### src/rtl/tsa_pkg.sv
package tsa_pkg;

  // Phase of the frame position tracker
  typedef enum logic [1:0] {
    PH_IDLE  = 2'd0,  // no sync seen since reset
    PH_DELAY = 2'd1,  // counting the post-sync bit delay
    PH_RUN   = 2'd2   // counting bits into slots
  } tsa_phase_e;

endpackage

### src/rtl/tsa_bit_timer.sv
module tsa_bit_timer
  import tsa_pkg::*;
#(
  parameter int OFS_W         = 3,
  parameter int BITS_PER_SLOT = 8
) (
  input  logic             clk,
  input  logic             rst_n,
  input  logic             bit_en_i,
  input  logic             fsync_i,
  input  logic [OFS_W-1:0] ofs_i,
  output tsa_phase_e       ph_q_o,
  output tsa_phase_e       ph_nxt_o,
  output logic             slot_clr_o,
  output logic             slot_inc_o
);

  localparam int BIT_W = (BITS_PER_SLOT > 1) ? $clog2(BITS_PER_SLOT) : 1;
  localparam logic [BIT_W-1:0] BIT_LAST = BIT_W'(BITS_PER_SLOT - 1);

  tsa_phase_e       ph_q, ph_nxt;
  logic [OFS_W-1:0] dly_q, dly_nxt;
  logic [BIT_W-1:0] bit_q, bit_nxt;
  logic             clr, inc;

  always_comb begin
    ph_nxt  = ph_q;
    dly_nxt = dly_q;
    bit_nxt = bit_q;
    clr     = 1'b0;
    inc     = 1'b0;
    if (bit_en_i) begin
      if (fsync_i) begin
        bit_nxt = '0;
        if (ofs_i == '0) begin
          ph_nxt  = PH_RUN;
          dly_nxt = '0;
          clr     = 1'b1;
        end else begin
          ph_nxt  = PH_DELAY;
          dly_nxt = ofs_i;
        end
      end else begin
        unique case (ph_q)
          PH_DELAY: begin
            if (dly_q == OFS_W'(1)) begin
              ph_nxt  = PH_RUN;
              dly_nxt = '0;
              bit_nxt = '0;
              clr     = 1'b1;
            end else begin
              dly_nxt = dly_q - OFS_W'(1);
            end
          end
          PH_RUN: begin
            if (bit_q == BIT_LAST) begin
              bit_nxt = '0;
              inc     = 1'b1;
            end else begin
              bit_nxt = bit_q + BIT_W'(1);
            end
          end
          default: ;
        endcase
      end
    end
  end

  always_ff @(posedge clk or negedge rst_n) begin
    if (!rst_n) begin
      ph_q  <= PH_IDLE;
      dly_q <= '0;
      bit_q <= '0;
    end else if (bit_en_i) begin
      ph_q  <= ph_nxt;
      dly_q <= dly_nxt;
      bit_q <= bit_nxt;
    end
  end

  assign ph_q_o     = ph_q;
  assign ph_nxt_o   = ph_nxt;
  assign slot_clr_o = clr;
  assign slot_inc_o = inc;


  sync_zero_ofs_chk: assert property (@(posedge clk) disable iff (!rst_n)
    (bit_en_i && fsync_i && ofs_i == '0) |=> (ph_q == PH_RUN && bit_q == '0));


  sync_delay_chk: assert property (@(posedge clk) disable iff (!rst_n)
    (bit_en_i && fsync_i && ofs_i != '0) |=> (ph_q == PH_DELAY && dly_q == $past(ofs_i)));


  hold_chk: assert property (@(posedge clk) disable iff (!rst_n)
    !bit_en_i |=> ($stable(ph_q) && $stable(bit_q) && $stable(dly_q)));

endmodule

### src/rtl/tsa_slot_counter.sv
module tsa_slot_counter #(
  parameter int SLOT_W = 8
) (
  input  logic              clk,
  input  logic              rst_n,
  input  logic              bit_en_i,
  input  logic              clr_i,
  input  logic              inc_i,
  output logic [SLOT_W-1:0] slot_q_o,
  output logic [SLOT_W-1:0] slot_nxt_o
);

  localparam logic [SLOT_W-1:0] SLOT_MAX = '1;

  logic [SLOT_W-1:0] slot_q, slot_nxt;

  always_comb begin
    slot_nxt = slot_q;
    if (clr_i)
      slot_nxt = '0;
    else if (inc_i && slot_q != SLOT_MAX)
      slot_nxt = slot_q + SLOT_W'(1);
  end

  always_ff @(posedge clk or negedge rst_n) begin
    if (!rst_n)
      slot_q <= '0;
    else if (bit_en_i)
      slot_q <= slot_nxt;
  end

  assign slot_q_o   = slot_q;
  assign slot_nxt_o = slot_nxt;


  slot_no_wrap_chk: assert property (@(posedge clk) disable iff (!rst_n)
    (bit_en_i && !clr_i) |=> (slot_q >= $past(slot_q)));

endmodule

### src/rtl/tsa_window.sv
module tsa_window
  import tsa_pkg::*;
#(
  parameter int SLOT_W  = 8,
  parameter int FIRST_W = 7,
  parameter int CNT_W   = 4
) (
  input  logic               clk,
  input  logic               rst_n,
  input  logic               bit_en_i,
  input  tsa_phase_e         ph_nxt_i,
  input  logic [SLOT_W-1:0]  slot_nxt_i,
  input  logic [FIRST_W-1:0] first_i,
  input  logic [CNT_W-1:0]   cnt_i,
  output logic               gate_o
);

  localparam int BASE_W = (SLOT_W > FIRST_W) ? SLOT_W : FIRST_W;
  localparam int SUM_W  = ((BASE_W > CNT_W) ? BASE_W : CNT_W) + 1;

  logic [SUM_W-1:0] lo, hi, pos;
  logic             hit, gate_q;

  always_comb begin
    lo  = SUM_W'(first_i);
    hi  = SUM_W'(first_i) + SUM_W'(cnt_i);
    pos = SUM_W'(slot_nxt_i);
    hit = (ph_nxt_i == PH_RUN) && (cnt_i != '0) && (pos >= lo) && (pos < hi);
  end

  always_ff @(posedge clk or negedge rst_n) begin
    if (!rst_n)
      gate_q <= 1'b0;
    else if (bit_en_i)
      gate_q <= hit;
  end

  assign gate_o = gate_q;


  zero_cnt_chk: assert property (@(posedge clk) disable iff (!rst_n)
    (bit_en_i && cnt_i == '0) |=> !gate_q);

endmodule

### src/rtl/tsa_gate.sv
module tsa_gate
  import tsa_pkg::*;
#(
  parameter int FIRST_W       = 7,
  parameter int CNT_W         = 4,
  parameter int OFS_W         = 3,
  parameter int SLOT_W        = 8,
  parameter int BITS_PER_SLOT = 8
) (
  input  logic               clk,
  input  logic               rst_n,
  input  logic               bit_en_i,
  input  logic               fsync_i,
  input  logic [FIRST_W-1:0] cfg_first_i,
  input  logic [CNT_W-1:0]   cfg_cnt_i,
  input  logic [OFS_W-1:0]   cfg_ofs_i,
  output logic               gate_o,
  output logic [SLOT_W-1:0]  slot_idx_o
);

  tsa_phase_e        ph_q, ph_nxt;
  logic              slot_clr, slot_inc;
  logic [SLOT_W-1:0] slot_q, slot_nxt;

  tsa_bit_timer #(
    .OFS_W        (OFS_W),
    .BITS_PER_SLOT(BITS_PER_SLOT)
  ) u_timer (
    .clk       (clk),
    .rst_n     (rst_n),
    .bit_en_i  (bit_en_i),
    .fsync_i   (fsync_i),
    .ofs_i     (cfg_ofs_i),
    .ph_q_o    (ph_q),
    .ph_nxt_o  (ph_nxt),
    .slot_clr_o(slot_clr),
    .slot_inc_o(slot_inc)
  );

  tsa_slot_counter #(
    .SLOT_W(SLOT_W)
  ) u_slots (
    .clk       (clk),
    .rst_n     (rst_n),
    .bit_en_i  (bit_en_i),
    .clr_i     (slot_clr),
    .inc_i     (slot_inc),
    .slot_q_o  (slot_q),
    .slot_nxt_o(slot_nxt)
  );

  tsa_window #(
    .SLOT_W (SLOT_W),
    .FIRST_W(FIRST_W),
    .CNT_W  (CNT_W)
  ) u_window (
    .clk       (clk),
    .rst_n     (rst_n),
    .bit_en_i  (bit_en_i),
    .ph_nxt_i  (ph_nxt),
    .slot_nxt_i(slot_nxt),
    .first_i   (cfg_first_i),
    .cnt_i     (cfg_cnt_i),
    .gate_o    (gate_o)
  );

  assign slot_idx_o = (ph_q == PH_RUN) ? slot_q : '0;


  idle_quiet_chk: assert property (@(posedge clk) disable iff (!rst_n)
    (ph_q != PH_RUN) |-> (!gate_o && slot_idx_o == '0));


  gate_low_bound_chk: assert property (@(posedge clk) disable iff (!rst_n)
    ($past(bit_en_i) && gate_o) |-> (slot_idx_o >= SLOT_W'($past(cfg_first_i))));


  restart_chk: assert property (@(posedge clk) disable iff (!rst_n)
    (bit_en_i && fsync_i && cfg_ofs_i == '0) |=> (slot_idx_o == '0));

endmodule

### config.mk
export PLATFORM = sky130hd
export DESIGN_NAME = tsa_gate
export DESIGN_NICKNAME = d
export VERILOG_FILES = /design/src/rtl/tsa_pkg.sv /design/src/rtl/tsa_bit_timer.sv /design/src/rtl/tsa_slot_counter.sv /design/src/rtl/tsa_window.sv /design/src/rtl/tsa_gate.sv
export SDC_FILE = /design/constraint.sdc
export NUM_CORES = 1
export LEC_CHECK = 0
export ABC_AREA = 1
export ABC_CLOCK_PERIOD_IN_PS = 5900
export BUFFER_PORTS_ARGS = -buffer_cell sky130_fd_sc_hd__buf_2
export CAP_MARGIN = 20
export CORE_AREA = 2 2 62 64
export DETAILED_ROUTE_END_ITERATION = 8
export DIE_AREA = 0 0 64 66
export PLACE_DENSITY = 0.66
export SYNTH_ARGS = -nofsm -noshare
export SYNTH_HDL_FRONTEND = slang
export SYNTH_SLANG_ARGS = --single-unit
### constraint.sdc
create_clock -name clk -period 5.9 [get_ports clk]
set_clock_uncertainty 0.15 [all_clocks]
set_input_delay 1.77 -clock clk [delete_from_list [all_inputs] [get_ports clk]]
set_output_delay 1.77 -clock clk [all_outputs]
set_load 0.02 [all_outputs]
# After elaboration in Yosys (flattened, before gate mapping)
# Cells that the tools add are included.
# classes
n_addsub	4
n_reduce_logical	10
eq_ne	7
mux	25
magnitude_cmp	2
# op_table
cell	n
2-to-1 mux 8 bit	3
2-to-1 mux 3 bit	7
2-to-1 mux 2 bit	5
< comparator 8 x 9 -> 1 bit	1
2-to-1 mux 1 bit	9
adder 7 x 4 -> 8 bit	1
adder 8 x 1 -> 8 bit, second input constant	1
>= comparator 8 x 7 -> 1 bit	1
inequality test 8 bit, second input constant	1
one-hot mux 3 bit (2 select lines)	1
equality test 2 bit, second input constant	2
logical AND 1 bit	4
nonzero test 4 bit	1
adder 3 x 1 -> 3 bit, second input constant	1
equality test 3 x 1 -> 1 bit, second input constant	1
equality test 3 bit, second input constant	1
zero test 3 bit	1
inequality test 3 x 2 -> 1 bit, second input constant	1
AND reduction 3 bit	1
nonzero test 3 bit	1
subtractor 3 x 1 -> 3 bit, second input constant	1
equality test 2 x 1 -> 1 bit, second input constant	1
AND reduction 2 bit	1
nonzero test 2 bit	1
# totals
elab_cells	53
register_bits	17
out_inout_bits	9
inputBits	18

# Logic depth before layout (Yosys ltp)
# Gate-level depths: netlist (run 1).
# depth
ltp_word	11
depth_mapped	20
depth_no_buf	20

# By module
# Synthesis (run 1) repeated with hierarchy kept, for this count alone.
# unflattened
cells_unflattened	291
hier_area_um2	1888.1
# by_module_without_submodules
mod	area_each_um2	seq_area_each_um2	cells_each	n_inst
tsa_slot_counter	650.6	200.2	98	1
tsa_window	640.6	25.0	105	1
tsa_bit_timer	526.8	200.2	70	1
tsa_gate	70.1	0.0	18	1

# Worst setup path before layout (run 1)
# Ideal clock, no wire load.
# synth_timing
path_kind	input-to-reg
from	in cfg_first_i[0]
to	reg u_window.gate_q (netlist: u_window.gate_o)
setup_time_ns	0.065
stages	15
arrival_time_ns	3.833
slack_ns	1.852
required_time_ns	5.685
n_path_buf	0
path_cell_list	ha_1 -> inv_1 -> fa_1 -> o21ai_0 -> nand2_1 -> nor2_1 -> xor2_1 -> ha_1 -> a21oi_1 -> nor2_1 -> nor4_1 -> nand3_1 -> a21oi_1 -> nand2_1 -> nand2_1
# synth_via
elab_chain_len	3
elab_cells_between_ends	5
classes_between	add/sub (1); order compare (2); reduce/logical (2)
# synth_lines
item	line	source
start, declared	tsa_gate.sv:14	input logic [FIRST_W-1:0] cfg_first_i,
adder 7 x 4 -> 8 bit / >= comparator 8 x 7 -> 1 bit (equally long branches)	tsa_window.sv:26, tsa_window.sv:28	
< comparator 8 x 9 -> 1 bit / logical AND 1 bit (equally long branches)	tsa_window.sv:28	hit = (ph_nxt_i == PH_RUN) && (cnt_i != '0) && (pos >= lo) && (pos < hi);
logical AND 1 bit *	tsa_window.sv:28	
end signal, assigned	tsa_window.sv:35	gate_q <= hit;
end, declared	tsa_window.sv:22	logic hit, gate_q;
# Every way passes the cells marked *; elsewhere a longest branch is shown, timed or not.
# A chain may end at the register's enable or synchronous reset.

# Worst setup path after layout (run 1)
# Ends and elaborated chain as after synthesis.

==> run summary, run 1 <==
Status: finished clean
DIE WIDTH: 64 microns
Commonest non-fill, non-tap cell in the layout: nand2_1
Period minus WS final: 4.039 ns
Period utilization: 68.46%
GRT Total Usage: 16.03%
Worst-path clk slew: 0.10 ns
CTS Buf Count: 3
Hold endpoint: u_timer.bit_q[0]
Clock Tree Buf Depth: 2
CTS Root Cell: clkbuf_4
Top Ports: 27
DR iter-0 viols: 37
DRC: 0
GP Congestion: 0.8427
TritonRoute pass-1 iters: 4
Min-delay src: u_timer.bit_q[0]
Asr flop ratio synth: 100.0%
Layout Nets: 289
Clk sinks: 17
Top cells by area, synth: dfrtp_1 (27%), ha_1 (16%), nand2_1 (9.9%), inv_1 (8.2%), nor2_1 (6.6%)
Final Hold Fails: 0
CTS tree: yes
Worst setup path class: input port to flip-flop
Final setup fails: 0
Footprint of the multi-input gates: 0.001026 sq mm
Vias/cell: 4.821
Hold Path Stages: 1
Initial antenna violation count: 0
Layout cells sized above 1: 18.95%
Total power: 0.2929 mW
RSZ-0062 raised after global routing: no
Cells after Synth: 219
VDD IR max: 0.08199 mV
Worst-skew pair later-pin latency: 0.29 ns
Final HPWL DP: 2632 microns
Worst slew pin tran: 0.4839 ns
Largest net degree at the start of global routing: 18
Start of the worst register-to-register path: u_timer.ph_q_o[0]
Post-CTS resize count: 0
Fmax achieved: 0.2476 GHz
PwrDens: 162.1 mW/mm^2
Most frequent cells in the layout: nand2_1 (42), inv_1 (35), nor2_1 (28)
P&R area growth vs syn: 13.34%
Type of destination of the critical path: flip-flop
RR Endpoint: u_window.gate_o
I/O Buffers: 26
Core ar.: 0.003551 sq mm
FP Rows: 22
HP Class: flip-flop to flip-flop
Antenna diodes: 0
Final WL: 3100 microns
Initial core utilization: 44.89%
Die Footprint: 0.004224 sq mm
Worst Reg-to-Reg Cells: 17
Critical path peak fanout: 2
FF+latch count, synth: 17
R2R Setup Slk: 2.93 ns
Max_slew headroom: 67.59%
Mapped cell area: 0.001594 sq mm
Setup TNS: 0 ns
Max cap viols: 0
Top-area cell type share of the netlist area: 26.69%
Ys Warns: 0
Via count: 1427
First-pass GRT wire length: 5361 microns
Die Y: 66 microns
WP data arrival: 4.12 ns
Vias in the first global route: 1257
Leakage: 0.9773 nW
Hold WS: 0.3377 ns
H-tree depth: 1
Register area: 425.4 sq um
Crit path required time: 5.98 ns
Routed Antenna Nets: 0
Post-CTS Setup Bufs: 0
WL/cell: 10.47 microns
Sequential area share after synthesis: 26.69%
Count of different cell masters after synthesis: 31
Fill cell count: 362
Area leader, netlist: dfrtp_1
# hold bufs at CTS: 0
Post-synth EDFFs: 0
Slew Viols, Final: 0
Post-route core utilization: 50.88%
Post-Syn Area per Cell: 7.279 sq um
Mapped Nets: 259
Synth Flop Type: dfrtp_1
Crit path launch type: input port
Final global-route overflow total: 0
-- synthesized netlist by cell type (all sizes together) (2+ instances only) --
| library cell | instances |
|---|---|
| nor4 | 3 |
| nand4 | 2 |
| ha | 21 |
| o21ai | 9 |
| nand2 | 47 |
| nor2 | 32 |
| o21a | 2 |
| inv | 37 |
| a21oi | 16 |
| dfrtp | 17 |
| nor3 | 2 |
| xnor2 | 3 |
| a31oi | 2 |
| xor2 | 5 |
| a211oi | 2 |
| nand3 | 13 |
-- flip-flops by register name, indices dropped and copies added (netlist names) --
signal and flops:
u_slots.slot_q_o 8, u_timer.bit_q 3, u_timer.dly_q 3, u_timer.ph_q_o 2, u_window.gate_o 1
-- power by group --
part | leakage (nW) | internal, mW | switching [mW] | total, mW
sequential | 0.222 | 0.129 | 0.00869 | 0.138
combinational | 0.740 | 0.0356 | 0.0565 | 0.0921
clock | 0.0150 | 0.0263 | 0.0363 | 0.0626
-- cells by family after synthesis --
| logic type | after synthesis | synth area share [%] |
|---|---|---|
| AND/OR/NAND/NOR | 100 | 29.67 |
| buffers and inverters | 38 | 8.948 |
| AO/OA/AOI/OAI | 33 | 11.93 |
| adder cells (fa/ha/maj) | 22 | 17.74 |
| flip-flops | 17 | 26.69 |
| XOR/XNOR | 8 | 4.396 |
| multiplexers | 1 | 0.6280 |
-- per-stage QoR --
step | cell area, sq um | instances | setup WS, ns
global placement | 1780 | 292 | 1.559
global route | 1807 | 296 | 1.618
floorplan | 1594 | 219 | 1.852
CTS | 1807 | 296 | 1.830
finish | 1807 | 296 | 1.861
detailed placement | 1780 | 292 | 1.522
-- area by class of cell --
| cell class | instances | share of cell area [%] |
|---|---|---|
| sequential | 17 | 23.55 |
| tap | 48 | 3.324 |
| inverter | 37 | 7.687 |
| clock buffer | 4 | 1.454 |
| multi-input combinational | 164 | 56.79 |
| timing repair buffer | 26 | 7.202 |
-- worst max path at each step --
| stage | start | to | slack (ns) | cells after the start |
|---|---|---|---|---|
| after detailed placement | cfg_cnt_i[0] | u_window.gate_o | 1.52 | 16 |
| after CTS | cfg_cnt_i[0] | u_window.gate_o | 1.83 | 16 |
| after global routing | cfg_first_i[0] | u_window.gate_o | 1.62 | 16 |
| after global placement | cfg_cnt_i[0] | u_window.gate_o | 1.56 | 16 |
| final | cfg_first_i[0] | u_window.gate_o | 1.86 | 16 |
| after floorplan | cfg_first_i[0] | u_window.gate_o | 1.85 | 15 |
-- critical path, cell delays in order --
cell	delay, ns
buf_2	0.09
ha_1	0.15
inv_1	0.05
fa_1	0.40
o21ai_0	0.27
nand2_1	0.09
nor2_1	0.13
xor2_1	0.16
ha_1	0.25
a21oi_1	0.14
nor2_1	0.05
nor4_1	0.22
nand3_1	0.10
a21oi_1	0.12
nand2_1	0.06
nand2_1	0.05
-- layer usage --
metal  global-route usage [%]  vias to the layer above  wire [microns]
met3                    2.044                        2              93
met1                    21.63                      630            1558
met5                        0                        -               0
li1                         -                      770               -
met4                    5.707                        0              31
met2                    26.30                       25            1417
No activity file was read; power rests on OpenSTA's default activity.
==> inputs of run 2 (changes only) <==
--- a/config.mk
+++ b/config.mk
@@ -6,7 +6,7 @@
 export NUM_CORES = 1
 export LEC_CHECK = 0
 export ABC_AREA = 1
-export ABC_CLOCK_PERIOD_IN_PS = 5900
+export ABC_CLOCK_PERIOD_IN_PS = 3950
 export BUFFER_PORTS_ARGS = -buffer_cell sky130_fd_sc_hd__buf_2
 export CAP_MARGIN = 20
 export CORE_AREA = 2 2 62 64
==> constraint.sdc (replaced) <==
create_clock -name clk -period 3.95 [get_ports clk]
set_clock_uncertainty 0.15 [all_clocks]
set_input_delay 1.185 -clock clk [delete_from_list [all_inputs] [get_ports clk]]
set_output_delay 1.185 -clock clk [all_outputs]
set_load 0.02 [all_outputs]
==> run 2 against run 1 <==
Effect of this change: routed wire length increased by 1.0%; design area increased by 0.48%; combinational power increased by 51%; critical path depth unchanged; setup slack got worse by 1.4 ns; core utilization increased by 0.25 points; non-clock buffer count increased by 1; clock power increased by 52%; via count decreased by 0.21%; register-to-register slack got worse by 2.0 ns; worst hold slack got worse by 0.0027 ns; critical endpoint unchanged; largest cell class unchanged; largest power group unchanged.
==> run summary, run 2 (synthesis gave the netlist of run 1 again) <==
Status: finished clean
VDD IR max: 0.1411 mV (+72%)
Internal Power: 0.2855 mW (+49%)
Crit path launch type: input port
GP Congestion: 0.8530 (+1.2%)
Fmax achieved: 0.2893 GHz
Placed Cells incl. Taps: 293 (+0.34%)
Clk network pwr share: 21.6% (+0.2 points)
Footprint of the multi-input gates: 0.001026 sq mm (unchanged)
Routed Antenna Nets: 0 (unchanged)
Die Footprint: 0.004224 sq mm (unchanged)
Antenna diodes: 0 (unchanged)
First-pass GRT wire length: 5595 microns (+4.4%)
Type of destination of the critical path: flip-flop
# hold bufs at CTS: 0 (unchanged)
Combinational power share: 31.6% (about the same)
CTS Root Cell: clkbuf_4
Top Ports: 27 (unchanged)
Period minus WS final: 3.457 ns
Critical path peak fanout: 2 (unchanged)
WP data arrival: 3.55 ns (-0.57 ns)
HP Class: flip-flop to flip-flop
Fill cell count: 367 (+1.4%)
P&R area growth vs syn: 13.89%
CP most frequent cell: nand2_1
Max FFs per register: 8 (unchanged)
DIE WIDTH: 64 microns (unchanged)
Most frequent cells in the layout: nand2_1 (42), inv_1 (35), nor2_1 (28)
DR iter-0 viols: 71 (+92%)
Worst-path clk slew: 0.11 ns (about the same)
RSZ-0062 raised after global routing: no
Die Y: 66 microns (unchanged)
Via count: 1424 (-0.21%)
Vias in the first global route: 1308 (+4.1%)
Post-CTS Setup Bufs: 0 (unchanged)
Clock Tree Buf Depth: 2 (unchanged)
Layout Nets: 290 (+0.35%)
H-tree depth: 1 (unchanged)
Worst slew pin tran: 0.4648 ns (-0.01911 ns)
PwrDens: 243.1 mW/mm^2 (+50%)
Layout cells sized above 1: 19.68% (+0.73 points)
Core ar.: 0.003551 sq mm (unchanged)
Max cap viols: 0 (unchanged)
Max_slew headroom: 68.87% (+1.3 points)
GRT Total Usage: 16.72% (+0.68 points)
Final std cells w/o fill: 297 (+0.34%)
Final global-route overflow total: 0 (unchanged)
Worst-skew pair later-pin latency: 0.29 ns (about the same)
I/O Buffers: 26 (unchanged)
Slowest stage delay, CP: 0.40 ns (about the same)
Psw: 0.1558 mW (+53%)
FP Rows: 22 (unchanged)
Period utilization: 87.52%
CTS tree: yes
Worst setup path class: input port to flip-flop
Post-route core utilization: 51.13% (+0.25 points)
Commonest non-fill, non-tap cell in the layout: nand2_1
Switching share of total power: 35.30% (+0.62 points)
Register area: 425.4 sq um (unchanged)
Leakage: 0.9849 nW (+0.77%)
Area post-placement: 0.001788 sq mm (+0.42%)
Final Cell Area: 0.001815 sq mm (+0.48%)
Final Hold Fails: 0 (unchanged)
WL/cell: 10.55 microns (+0.69%)
CP max stage cell: fa_1
Sequential share of power: 46.9% (-0.3 points)
Crit path required time: 4.04 ns (-1.94 ns)
Post-CTS resize count: 0 (unchanged)
Critical Path, Cell by Cell: buf_2 -> ha_1 -> inv_1 -> fa_1 -> o21ai_0 -> nand2_1 -> nor2_1 -> xor2_1 -> ha_1 -> a21oi_1 -> nor2_1 -> nor4_1 -> nand3_1 -> a21oi_1 -> nand2_1 -> nand2_1
TritonRoute pass-1 iters: 4 (unchanged)
DRC: 0 (unchanged)
Vias/cell: 4.795 (-0.55%)
Final setup fails: 0 (unchanged)
Initial core utilization: 44.89% (unchanged)
Largest net degree at the start of global routing: 18 (unchanged)
Initial antenna violation count: 0 (unchanged)
Slew Viols, Final: 0 (unchanged)
Hold WS: 0.3350 ns (-0.002702 ns)
Setup TNS: 0 ns (unchanged)
Final WL: 3132 microns (+1.0%)
Final HPWL DP: 2668 microns (+1.4%)
Clk sinks: 17 (unchanged)
CTS Buf Count: 3 (unchanged)
## run 2: changes by cell type in the layout (fill, tap and decap cells not counted)
cell | previous run | this run
buf_4 | 0 | 1
clkinv_2 | 0 | 1
clkbuf_1 | 1 | 0
## run 2: metal layers
metal / vias to the layer above / global-route usage (%) / wire length (microns)
met2: 25 / 27.08 / 1482
met5: - / 0 / 0
li1: 773 / - / -
met1: 626 / 23.28 / 1572
met4: 0 / 4.891 / 0
met3: 0 / 2.044 / 77
## run 2: layout make-up
type / count / share of cell area, %
Clock buffer: 3 / 1.241
Clock inverter: 1 / 0.2757
Inverter: 37 / 7.650
Multi-Input combinational cell: 164 / 56.51
Sequential cell: 17 / 23.43
Tap cell: 48 / 3.308
Timing Repair Buffer: 27 / 7.581
## run 2: path summary, 6_finish.rpt
| check | to | start | slack (ns) | depth (start not counted) |
|---|---|---|---|---|
| max in group asynchronous | u_slots.slot_q_o[4] | rst_n | 2.72 | 1 |
| min in group asynchronous | u_timer.dly_q[0] | rst_n | 0.64 | 1 |
| hold reg to reg | u_timer.bit_q[0] | u_timer.bit_q[0] | 0.34 | 1 |
| hold / removal | u_timer.bit_q[0] | u_timer.bit_q[0] | 0.34 | 1 |
| setup / recovery | u_window.gate_o | cfg_first_i[0] | 0.49 | 16 |
| setup reg to reg | u_window.gate_o | u_timer.bit_q[0] | 0.94 | 18 |
## run 2: power groups by stage
stage | sequential, mW | clock, mW | combinational (mW)
final | 0.207 | 0.0953 | 0.139
after global routing | 0.209 | 0.107 | 0.165
after CTS | 0.207 | 0.0978 | 0.142
after detailed placement | 0.210 | 0 | 0.141
after global placement | 0.210 | 0 | 0.140
after floorplan | 0.207 | 0 | 0.102
## run 2: stage by stage
| step | setup slack (ns) | power [mW] |
|---|---|---|
| global route | 0.2013 | 0.4813 |
| floorplan | 0.4873 | 0.3082 |
| CTS | 0.4491 | 0.4460 |
| detailed placement | 0.1330 | 0.3505 |
| global placement | 0.2400 | 0.3495 |
| finish | 0.4928 | 0.4413 |
## run 2: worst max-delay path: cells and delay by family
| kind | cells | cell delay [ns] |
|---|---|---|
| buf+inv | 2 | 0.14 |
| simple gates | 7 | 0.70 |
| fa+ha+maj | 3 | 0.80 |
| xor+xnor | 1 | 0.16 |
| compound gates | 3 | 0.54 |
